$ cat src/rtl/tms_pkg.sv
package tms_pkg;
  localparam int TILE_ROWS = 4;
  localparam int TILE_COLS = 2;
  localparam int TILE_SW   = 4;

  function automatic int rows_after(input int rows_in);
    return 2 * ((rows_in + TILE_ROWS - 1) / TILE_ROWS);
  endfunction
endpackage

$ cat src/rtl/tms_tile_counter.sv
module tms_tile_counter
  import tms_pkg::*;
#(
  parameter int H = TILE_ROWS
) (
  input  logic [H-1:0]       lo_col,
  input  logic [H-1:0]       hi_col,
  output logic [TILE_SW-1:0] word
);
  localparam int SMAX = 3 * H;

  logic [TILE_SW-1:0]            wsum;
  logic [SMAX+1:0]               ge;
  logic [SMAX:0]                 band;
  logic [TILE_SW-1:0][SMAX:0]    pick;

  // weighted input of every first-level unit: lower column 1, upper column 2
  always_comb begin
    wsum = '0;
    for (int i = 0; i < H; i++) begin
      wsum = wsum + TILE_SW'(lo_col[i]) + TILE_SW'({hi_col[i], 1'b0});
    end
  end

  // level 1: threshold units
  for (genvar k = 0; k <= SMAX + 1; k++) begin : g_thr
    assign ge[k] = (wsum >= TILE_SW'(k));
  end

  // level 2: interval detectors, then the bits that are set in each interval
  for (genvar v = 0; v <= SMAX; v++) begin : g_band
    assign band[v] = ge[v] & ~ge[v+1];
    for (genvar n = 0; n < TILE_SW; n++) begin : g_bit
      if (((v >> n) & 1) == 1) begin : g_on
        assign pick[n][v] = band[v];
      end else begin : g_off
        assign pick[n][v] = 1'b0;
      end
    end
  end

  for (genvar n = 0; n < TILE_SW; n++) begin : g_word
    assign word[n] = |pick[n];
  end

  // monotone thresholds leave exactly one interval marked
  always_comb begin
    p_one_band_r6: assert ($onehot(band));
  end
endmodule

$ cat src/rtl/tms_reduce_stage.sv
module tms_reduce_stage
  import tms_pkg::*;
#(
  parameter int ROWS_IN = 8,
  parameter int COLS_IN = 16
) (
  input  logic [ROWS_IN-1:0][COLS_IN-1:0]                   m_in,
  output logic [rows_after(ROWS_IN)-1:0][COLS_IN+1:0]       m_out
);
  localparam int NGRP     = (ROWS_IN + TILE_ROWS - 1) / TILE_ROWS;
  localparam int NPAIR    = COLS_IN / TILE_COLS;
  localparam int ROWS_OUT = rows_after(ROWS_IN);
  localparam int COLS_OUT = COLS_IN + 2;

  logic [NGRP*TILE_ROWS-1:0][COLS_IN-1:0] padded;
  logic [NGRP-1:0][NPAIR-1:0][TILE_SW-1:0] tw;

  for (genvar r = 0; r < NGRP * TILE_ROWS; r++) begin : g_pad
    if (r < ROWS_IN) begin : g_real
      assign padded[r] = m_in[r];
    end else begin : g_zero
      assign padded[r] = '0;
    end
  end

  for (genvar g = 0; g < NGRP; g++) begin : g_grp
    for (genvar k = 0; k < NPAIR; k++) begin : g_pair
      logic [TILE_ROWS-1:0] lo, hi;
      for (genvar r = 0; r < TILE_ROWS; r++) begin : g_tap
        assign lo[r] = padded[g*TILE_ROWS + r][2*k];
        assign hi[r] = padded[g*TILE_ROWS + r][2*k + 1];
      end
      tms_tile_counter #(.H(TILE_ROWS)) u_tile (
        .lo_col(lo),
        .hi_col(hi),
        .word  (tw[g][k])
      );
    end
  end

  // even pairs fill one row, odd pairs the next: words never share a column
  always_comb begin
    m_out = '0;
    for (int g = 0; g < NGRP; g++) begin
      for (int k = 0; k < NPAIR; k++) begin
        for (int b = 0; b < TILE_SW; b++) begin
          m_out[2*g + (k % 2)][2*k + b] = tw[g][k][b];
        end
      end
    end
  end

  if (ROWS_OUT != 2 * NGRP || COLS_OUT != 2 * NPAIR + 2) begin : g_shape_bad
    logic unused_shape;
    assign unused_shape = 1'b0;
  end
endmodule

$ cat src/rtl/tms_cla_adder.sv
module tms_cla_adder #(
  parameter int N = 16
) (
  input  logic [N-1:0] x,
  input  logic [N-1:0] y,
  output logic [N-1:0] sum,
  output logic         cout
);
  logic [N-1:0] gen, prop;
  logic [N:0]   carry;

  assign gen  = x & y;
  assign prop = x ^ y;

  // each carry as a flat sum of generate terms gated by propagate runs
  always_comb begin
    logic c, t;
    carry[0] = 1'b0;
    for (int i = 0; i < N; i++) begin
      c = 1'b0;
      for (int j = 0; j <= i; j++) begin
        t = gen[j];
        for (int k = j + 1; k <= i; k++) begin
          t = t & prop[k];
        end
        c = c | t;
      end
      carry[i+1] = c;
    end
  end

  assign sum  = prop ^ carry[N-1:0];
  assign cout = carry[N];
endmodule

$ cat src/rtl/tms_multiplier.sv
module tms_multiplier
  import tms_pkg::*;
#(
  parameter int W = 8
) (
  input  logic           clk,
  input  logic           rst_n,
  input  logic           in_valid,
  input  logic [W-1:0]   a_in,
  input  logic [W-1:0]   b_in,
  output logic           out_valid,
  output logic [2*W-1:0] product
);
  localparam int PW = 2 * W;
  localparam int R1 = rows_after(W);
  localparam int C1 = PW + 2;
  localparam int R2 = rows_after(R1);
  localparam int C2 = C1 + 2;

  logic [W-1:0][PW-1:0]  pp;
  logic [R1-1:0][C1-1:0] m1;
  logic [R2-1:0][C2-1:0] m2;
  logic [PW-1:0]         sum_w;
  logic                  sum_co;
  logic [PW-1:0]         prod_d, prod_q;
  logic                  valid_d, valid_q;

  for (genvar i = 0; i < W; i++) begin : g_pp
    assign pp[i] = b_in[i] ? (PW'(a_in) << i) : '0;
  end

  tms_reduce_stage #(.ROWS_IN(W), .COLS_IN(PW)) u_stage1 (
    .m_in (pp),
    .m_out(m1)
  );

  tms_reduce_stage #(.ROWS_IN(R1), .COLS_IN(C1)) u_stage2 (
    .m_in (m1),
    .m_out(m2)
  );

  tms_cla_adder #(.N(PW)) u_cla (
    .x   (m2[0][PW-1:0]),
    .y   (m2[R2-1][PW-1:0]),
    .sum (sum_w),
    .cout(sum_co)
  );

  // next state
  always_comb begin
    valid_d = in_valid;
    prod_d  = prod_q;
    if (in_valid) prod_d = sum_w;
  end

  // registers
  always_ff @(posedge clk or negedge rst_n) begin
    if (!rst_n) begin
      valid_q <= 1'b0;
      prod_q  <= '0;
    end else begin
      valid_q <= valid_d;
      prod_q  <= prod_d;
    end
  end

  assign out_valid = valid_q;
  assign product   = prod_q;

  p_exact_r1: assert property (@(posedge clk) disable iff (!rst_n)
    in_valid |=> (product == ($past(a_in) * $past(b_in))));
  p_valid_rise_r2: assert property (@(posedge clk) disable iff (!rst_n)
    in_valid |=> out_valid);
  p_valid_low_r2: assert property (@(posedge clk) disable iff (!rst_n)
    !in_valid |=> !out_valid);
  p_hold_r3: assert property (@(posedge clk) disable iff (!rst_n)
    !in_valid |=> $stable(product));
  p_no_spill_r7: assert property (@(posedge clk) disable iff (!rst_n)
    in_valid |-> (!sum_co && m2[0][C2-1:PW] == '0 && m2[R2-1][C2-1:PW] == '0));
endmodule

$ cat config.mk
export PLATFORM = sky130hd
export DESIGN_NAME = tms_multiplier
export DESIGN_NICKNAME = d
export VERILOG_FILES = /design/src/rtl/tms_pkg.sv /design/src/rtl/tms_tile_counter.sv /design/src/rtl/tms_reduce_stage.sv /design/src/rtl/tms_cla_adder.sv /design/src/rtl/tms_multiplier.sv
export SDC_FILE = /design/constraint.sdc
export NUM_CORES = 1
export LEC_CHECK = 0
export ABC_AREA = 1
export BUFFER_PORTS_ARGS = -buffer_cell sky130_fd_sc_hd__buf_2
export CAP_MARGIN = 10
export CORE_MARGIN = 2
export CORE_UTILIZATION = 60
export CTS_CLUSTER_DIAMETER = 80
export DETAILED_ROUTE_END_ITERATION = 10
export PLACE_DENSITY = 0.78
export SYNTH_ARGS = -nofsm -noshare
export SYNTH_HDL_FRONTEND = slang
export SYNTH_HIERARCHICAL = 1
export SYNTH_SLANG_ARGS = --single-unit
$ cat constraint.sdc
create_clock -name clk -period 1.02 [get_ports clk]
set_clock_uncertainty 0.15 [all_clocks]
set_input_delay 0.153 -clock clk [delete_from_list [all_inputs] [get_ports clk]]
set_output_delay 0.153 -clock clk [all_outputs]
set_load 0.05 [all_outputs]
==> results of run 1 <==
final timing paths:
check / end / depth (start not counted)
max in group asynchronous: product[0] / 2
min in group asynchronous: product[11] / 2
setup / recovery: product[15] / 41
hold / removal: product[5] / 4
setup reg to reg: product[6] / 4
hold reg to reg: product[15] / 2
worst max-delay path: cells and delay by family:
kind	cells	cell delay (ns)
and+or+nand+nor	21	1.39
adders and majority gates	9	3.43
buffers and inverters	10	0.70
AOI/OAI and AO/OA	1	0.12
layout make-up:
| type | instances | area share, % |
|---|---|---|
| flip-flops and latches | 17 | 4.864 |
| inverters | 385 | 16.70 |
| well taps | 140 | 2.003 |
| clock buffers | 4 | 0.5150 |
| repair buffers | 168 | 16.49 |
| multi-input cells | 607 | 59.43 |
metrics by stage:
stage | setup TNS (ns) | area, sq um
2_1_floorplan | -63.53 | 6978
3_3_place_gp | -65.84 | 7681
3_5_place_dp | -67.30 | 7681
4_1_cts | -64.64 | 8448
5_1_grt | -69.03 | 8746
6_report | -65.03 | 8746
state kept, by name (all words and copies together), names as in the netlist:
| signal | count |
|---|---|
| product | 16 |
| out_valid | 1 |
per-layer routing:
metal / global-route usage, % / up-vias
met4: 5.769 / 0
met1: 28.71 / 2649
met5: 0 / -
met2: 47.35 / 94
met3: 0.9644 / 29
li1: - / 2949
what timing repair did:
action / 4_1_cts / 5_1_grt
pin swaps: 85 / 69
buffers inserted: 43 / 25
hold buffers: 1 / 0
endpoints found under the hold margin: 17 / 0
resized for setup: 137 / 66
cloned: 0 / 0
endpoints found under the setup margin: 33 / 33
==> results.md, run 1 <==
* Drt total wl at 13.84 mm
* Crit-path slowest cell: fa_1
* Share of layout cells above drive strength 1 at 32.51%
* Yosys warnings at 6
* Vias in the first global route at 5,832
* Largest net degree at the start of global routing at 18
* RSZ-0062 raised after global routing: true
* Met3 WL at 270 um
* Total GRT Usage at 24.09%
* Vias at 5,721
* Met2 WL at 7.480 mm
* Crit path DAT at 5.82 ns
* Sequential Area at 425.4 sq um
* Initial antenna violation count at 0
* Period utilization at 570.9%
* Worst-path maximum fanout at 5
* Minimum hold slack at 0.09402 ns
* CTS tree: built
* Worst setup SP type: primary input
* Initial DRC Count at 198
* Syn Area/Cell at 6.721 sq um
* CP Data Required Time at 1.01 ns
* Failing checks: setup timing
* Most common cell after layout, fill and taps aside: inv_1
* Final setup viols at 33
* Most frequent cells in the layout: 316 x inv_1, 209 x nand2_1, 111 x buf_4, 86 x fa_1, 70 x conb_1
* Number of port buffers at 35
* Max Freq at 0.1717 GHz
* Min-Delay Path Class: primary input to flip-flop
* Initial core utilization at 60.88%
* Die height at 108.2 um
* Crit end category: flip-flop
* WL/cell at 10.47 um
* Fin nets at 1,363
* # IOs at 36
* R2R Setup Slk at 0.01 ns
* Post-DRT Antenna Nets at 0
* Clock transition at path regs at 0.06 ns
* WS Path Type: primary input to flip-flop
* Total clock buffers created by CTS at 3
* CTS Buffer Depth at 2
* Total congestion overflow at 0
* Pins over their slew limit at 0
* Clk root buf: clkbuf_8
* Multi-input gate area at 5197 sq um
* Slowest stage delay, CP at 0.51 ns
* Die width at 108.2 um
* Vias per Instance at 4.331
* Post-synthesis cell count at 969
* Pre-antenna DRT Iters at 4
* DRC Markers at 0
* Worst slack, placed at -5.018 ns
* Met1 WL at 5.809 mm
* Period minus WS final at 5.823 ns
* Die ar. at 11,700 sq um
* H-tree Lvls at 1
* Cells after DPL at 1,267
* Core Region at 10,700 sq um
* Clk sink count at 17
* Antenna Cells at 0
* Fill cells at 687
* Hold path start: in_valid
* Routability cong. at 0.8146
* Final Core Density at 81.75%
* First-pass GRT wire length at 23.34 mm
* Non-Filler Instances at 1,321
* Synthesized cell area at 6512 sq um
* Worst-skew pair later-pin latency at 0.25 ns
* Status: complete, but fails checks
* Area grow syn2layout at 34.29%
* DPL Wire Length at 10.16 mm
* Critical path origin: b_in[1]
* Final WS setup at -4.804 ns
* Max-cap viol count at 0
* Row Count at 38
* FF-to-FF Start: product[6]
* Top Metal Used: met4
* Hold Vio Cnt, Final at 0
Power of run 1 is left out: the tool's default activity adds up to more than one toggle a clock period on the data nets, which glitch-free logic cannot reach.
==> run 2, diff against run 1 <==
--- a/config.mk
+++ b/config.mk
@@ -5,14 +5,13 @@
 export SDC_FILE = /design/constraint.sdc
 export NUM_CORES = 1
 export LEC_CHECK = 0
-export ABC_AREA = 1
 export BUFFER_PORTS_ARGS = -buffer_cell sky130_fd_sc_hd__buf_2
 export CAP_MARGIN = 10
 export CORE_MARGIN = 2
 export CORE_UTILIZATION = 60
 export CTS_CLUSTER_DIAMETER = 80
 export DETAILED_ROUTE_END_ITERATION = 10
-export PLACE_DENSITY = 0.78
+export PLACE_DENSITY = 0.79
 export SYNTH_ARGS = -nofsm -noshare
 export SYNTH_HDL_FRONTEND = slang
 export SYNTH_HIERARCHICAL = 1
==> results.md, run 2 <==
* Area grow syn2layout at 37.63%
* Pre-antenna DRT Iters at 7 (+3)
* Relative slew slack at 58.95%
* Max reg flops at 16 (unchanged)
* Die ar. at 10,790 sq um (-7.8%)
* Syn Area/Cell at 9.514 sq um (+42%)
* Sequential Area at 426.7 sq um (+0.29%)
* Max-cap viol count at 0 (unchanged)
* Fin nets at 1,024 (-25%)
* Crit path DAT at 6.34 ns (+0.52 ns)
* Crit-path slowest cell: fa_1
* Max Freq at 0.1588 GHz (-7.5%)
* Worst-margin pin slew at 0.6157 ns
* Vias per Instance at 5.453 (+26%)
* Total clock buffers created by CTS at 3 (unchanged)
* # IOs at 36 (unchanged)
* Period utilization at 617.4% (+46 points)
* Worst-path maximum fanout at 4 (-1)
* Most frequent cells in the layout: 172 x inv_1, 100 x buf_4, 83 x fa_1, 70 x conb_1, 57 x and2_1
* Post-synthesis cell count at 629 (-35%)
* Crit end category: flip-flop
* Worst setup SP type: primary input
* RSZ-0062 raised after global routing: true
* Pins over their slew limit at 0 (unchanged)
* Clk root buf: clkbuf_8
* Final WS setup at -5.278 ns (-0.4741 ns)
* Min-Delay Path Class: primary input to flip-flop
* Drt total wl at 19.33 mm (+40%)
* Vias at 5,317 (-7.1%)
* Top delay family on crit path: adder cells
* Final setup viols at 33 (unchanged)
* Routability cong. at 0.8307 (+2.0%)
* Yosys warnings at 6 (unchanged)
* Antenna Cells at 0 (unchanged)
* Worst-skew pair later-pin latency at 0.26 ns (about the same)
* WP buf/inv at 5 (-5)
* First-pass GRT wire length at 23.81 mm (+2.0%)
* Most common cell after layout, fill and taps aside: inv_1
* CTS Buffer Depth at 2 (unchanged)
* Largest net degree at the start of global routing at 18 (unchanged)
* Final Core Density at 84.66% (+2.9 points)
* DRC Markers at 0 (unchanged)
* Clock transition at path regs at 0.06 ns (about the same)
* CP cell instances: buf_4 > and2_4 > inv_1 > fa_1 > fa_1 > inv_1 > ha_2 > fa_2 > a21boi_2 > inv_2 > fa_1 > fa_1 > inv_1 > ha_2 > fa_2 > a21boi_1 > ha_4 > nand3_2 > o211ai_2 > or3_4 > o221a_4 > or4_4 > nand3_2 > mux2_4
* Die width at 103.9 um (-4.0%)
* Total GRT Usage at 26.78% (+2.7 points)
* Fin area at 8237 sq um (-5.8%)
* Clk sink count at 17 (unchanged)
* Slowest stage delay, CP at 0.54 ns (+0.03 ns)
* Failing checks: setup timing
* Post-DRT Antenna Nets at 0 (unchanged)
* Setup TNS at -70.42 ns (-5.386 ns)
* Synthesized cell area at 5984 sq um (-8.1%)
* Die height at 103.9 um (-4.0%)
* Total congestion overflow at 0 (unchanged)
* CP Data Required Time at 1.06 ns (+0.05 ns)
* Status: complete, but fails checks
* Cell mode on critical path: fa_1
* Fill cells at 500 (-27%)
* Minimum hold slack at 0.07535 ns (-0.01867 ns)
* DPL Wire Length at 10.45 mm (+2.8%)
* H-tree Lvls at 1 (unchanged)
* Initial core utilization at 61.51% (+0.63 points)
* Row Count at 36 (-5.3%)
* Core Region at 9729 sq um (-9.1%)
* WL/cell at 19.83 um (+89%)
* Period minus WS final at 6.298 ns (+0.4741 ns)
* Placed Area at 7209 sq um (-6.1%)
* Initial antenna violation count at 0 (unchanged)
* Multi-input gate area at 5602 sq um (+7.8%)
* Hold Vio Cnt, Final at 0 (unchanged)
* CTS tree: built
* Share of layout cells above drive strength 1 at 39.90% (+7.4 points)
* Number of port buffers at 35 (unchanged)
* Initial DRC Count at 248 (+25%)
* WS Path Type: primary input to flip-flop
* Vias in the first global route at 5,429 (-6.9%)
==> run 2: final cells by class <==
class,count,share of cell area (%)
inverters,193,8.795
flip-flops and latches,17,5.180
well taps,133,2.020
clock buffers,4,0.5469
repair buffers,150,15.45
multi-input cells,478,68.01
==> run 2: what timing repair did <==
action                                  CTS  global route
gates resized for setup                  96            78
hold buffers                              1             0
gates cloned                              0             0
endpoints found under the hold margin    17             0
endpoints found under the setup margin   33            33
pin swaps                                30            61
buffers inserted                         19            14
==> run 2: worst paths after layout <==
check | startpoint | end | slack (ns) | depth (start not counted)
max | a_in[7] | product[14] | -5.28 | 24
min reg2reg | product[4] | product[4] | 0.41 | 1
min in group asynchronous | rst_n | product[8] | 0.21 | 2
max in group asynchronous | rst_n | product[0] | 0.17 | 2
min | in_valid | out_valid | 0.08 | 2
max reg2reg | product[0] | product[0] | -0.18 | 2
==> run 2: stage by stage <==
step / cells / setup slack, ns
after global routing: 975 / -5.283
after detailed placement: 940 / -5.268
after floorplan: 696 / -4.908
final: 975 / -5.278
after CTS: 964 / -4.935
after global placement: 940 / -5.137
==> run 2: metal layers <==
| metal | track usage [%] | part of all wire, % | wire [um] |
|---|---|---|---|
| met5 | 0 | 0 | 0 |
| met4 | 8.108 | 10 | 2028 |
| met3 | 1.566 | 4.7 | 909 |
| met2 | 55.64 | 53 | 10210 |
| met1 | 28.35 | 32 | 6182 |
==> run 2: worst register-to-register path, stage by stage (launching register included) <==
cell and delay [ns]:
dfrtp_2 0.47, buf_4 0.15, mux2_4 0.31
Power of run 2 is left out for the same reason.
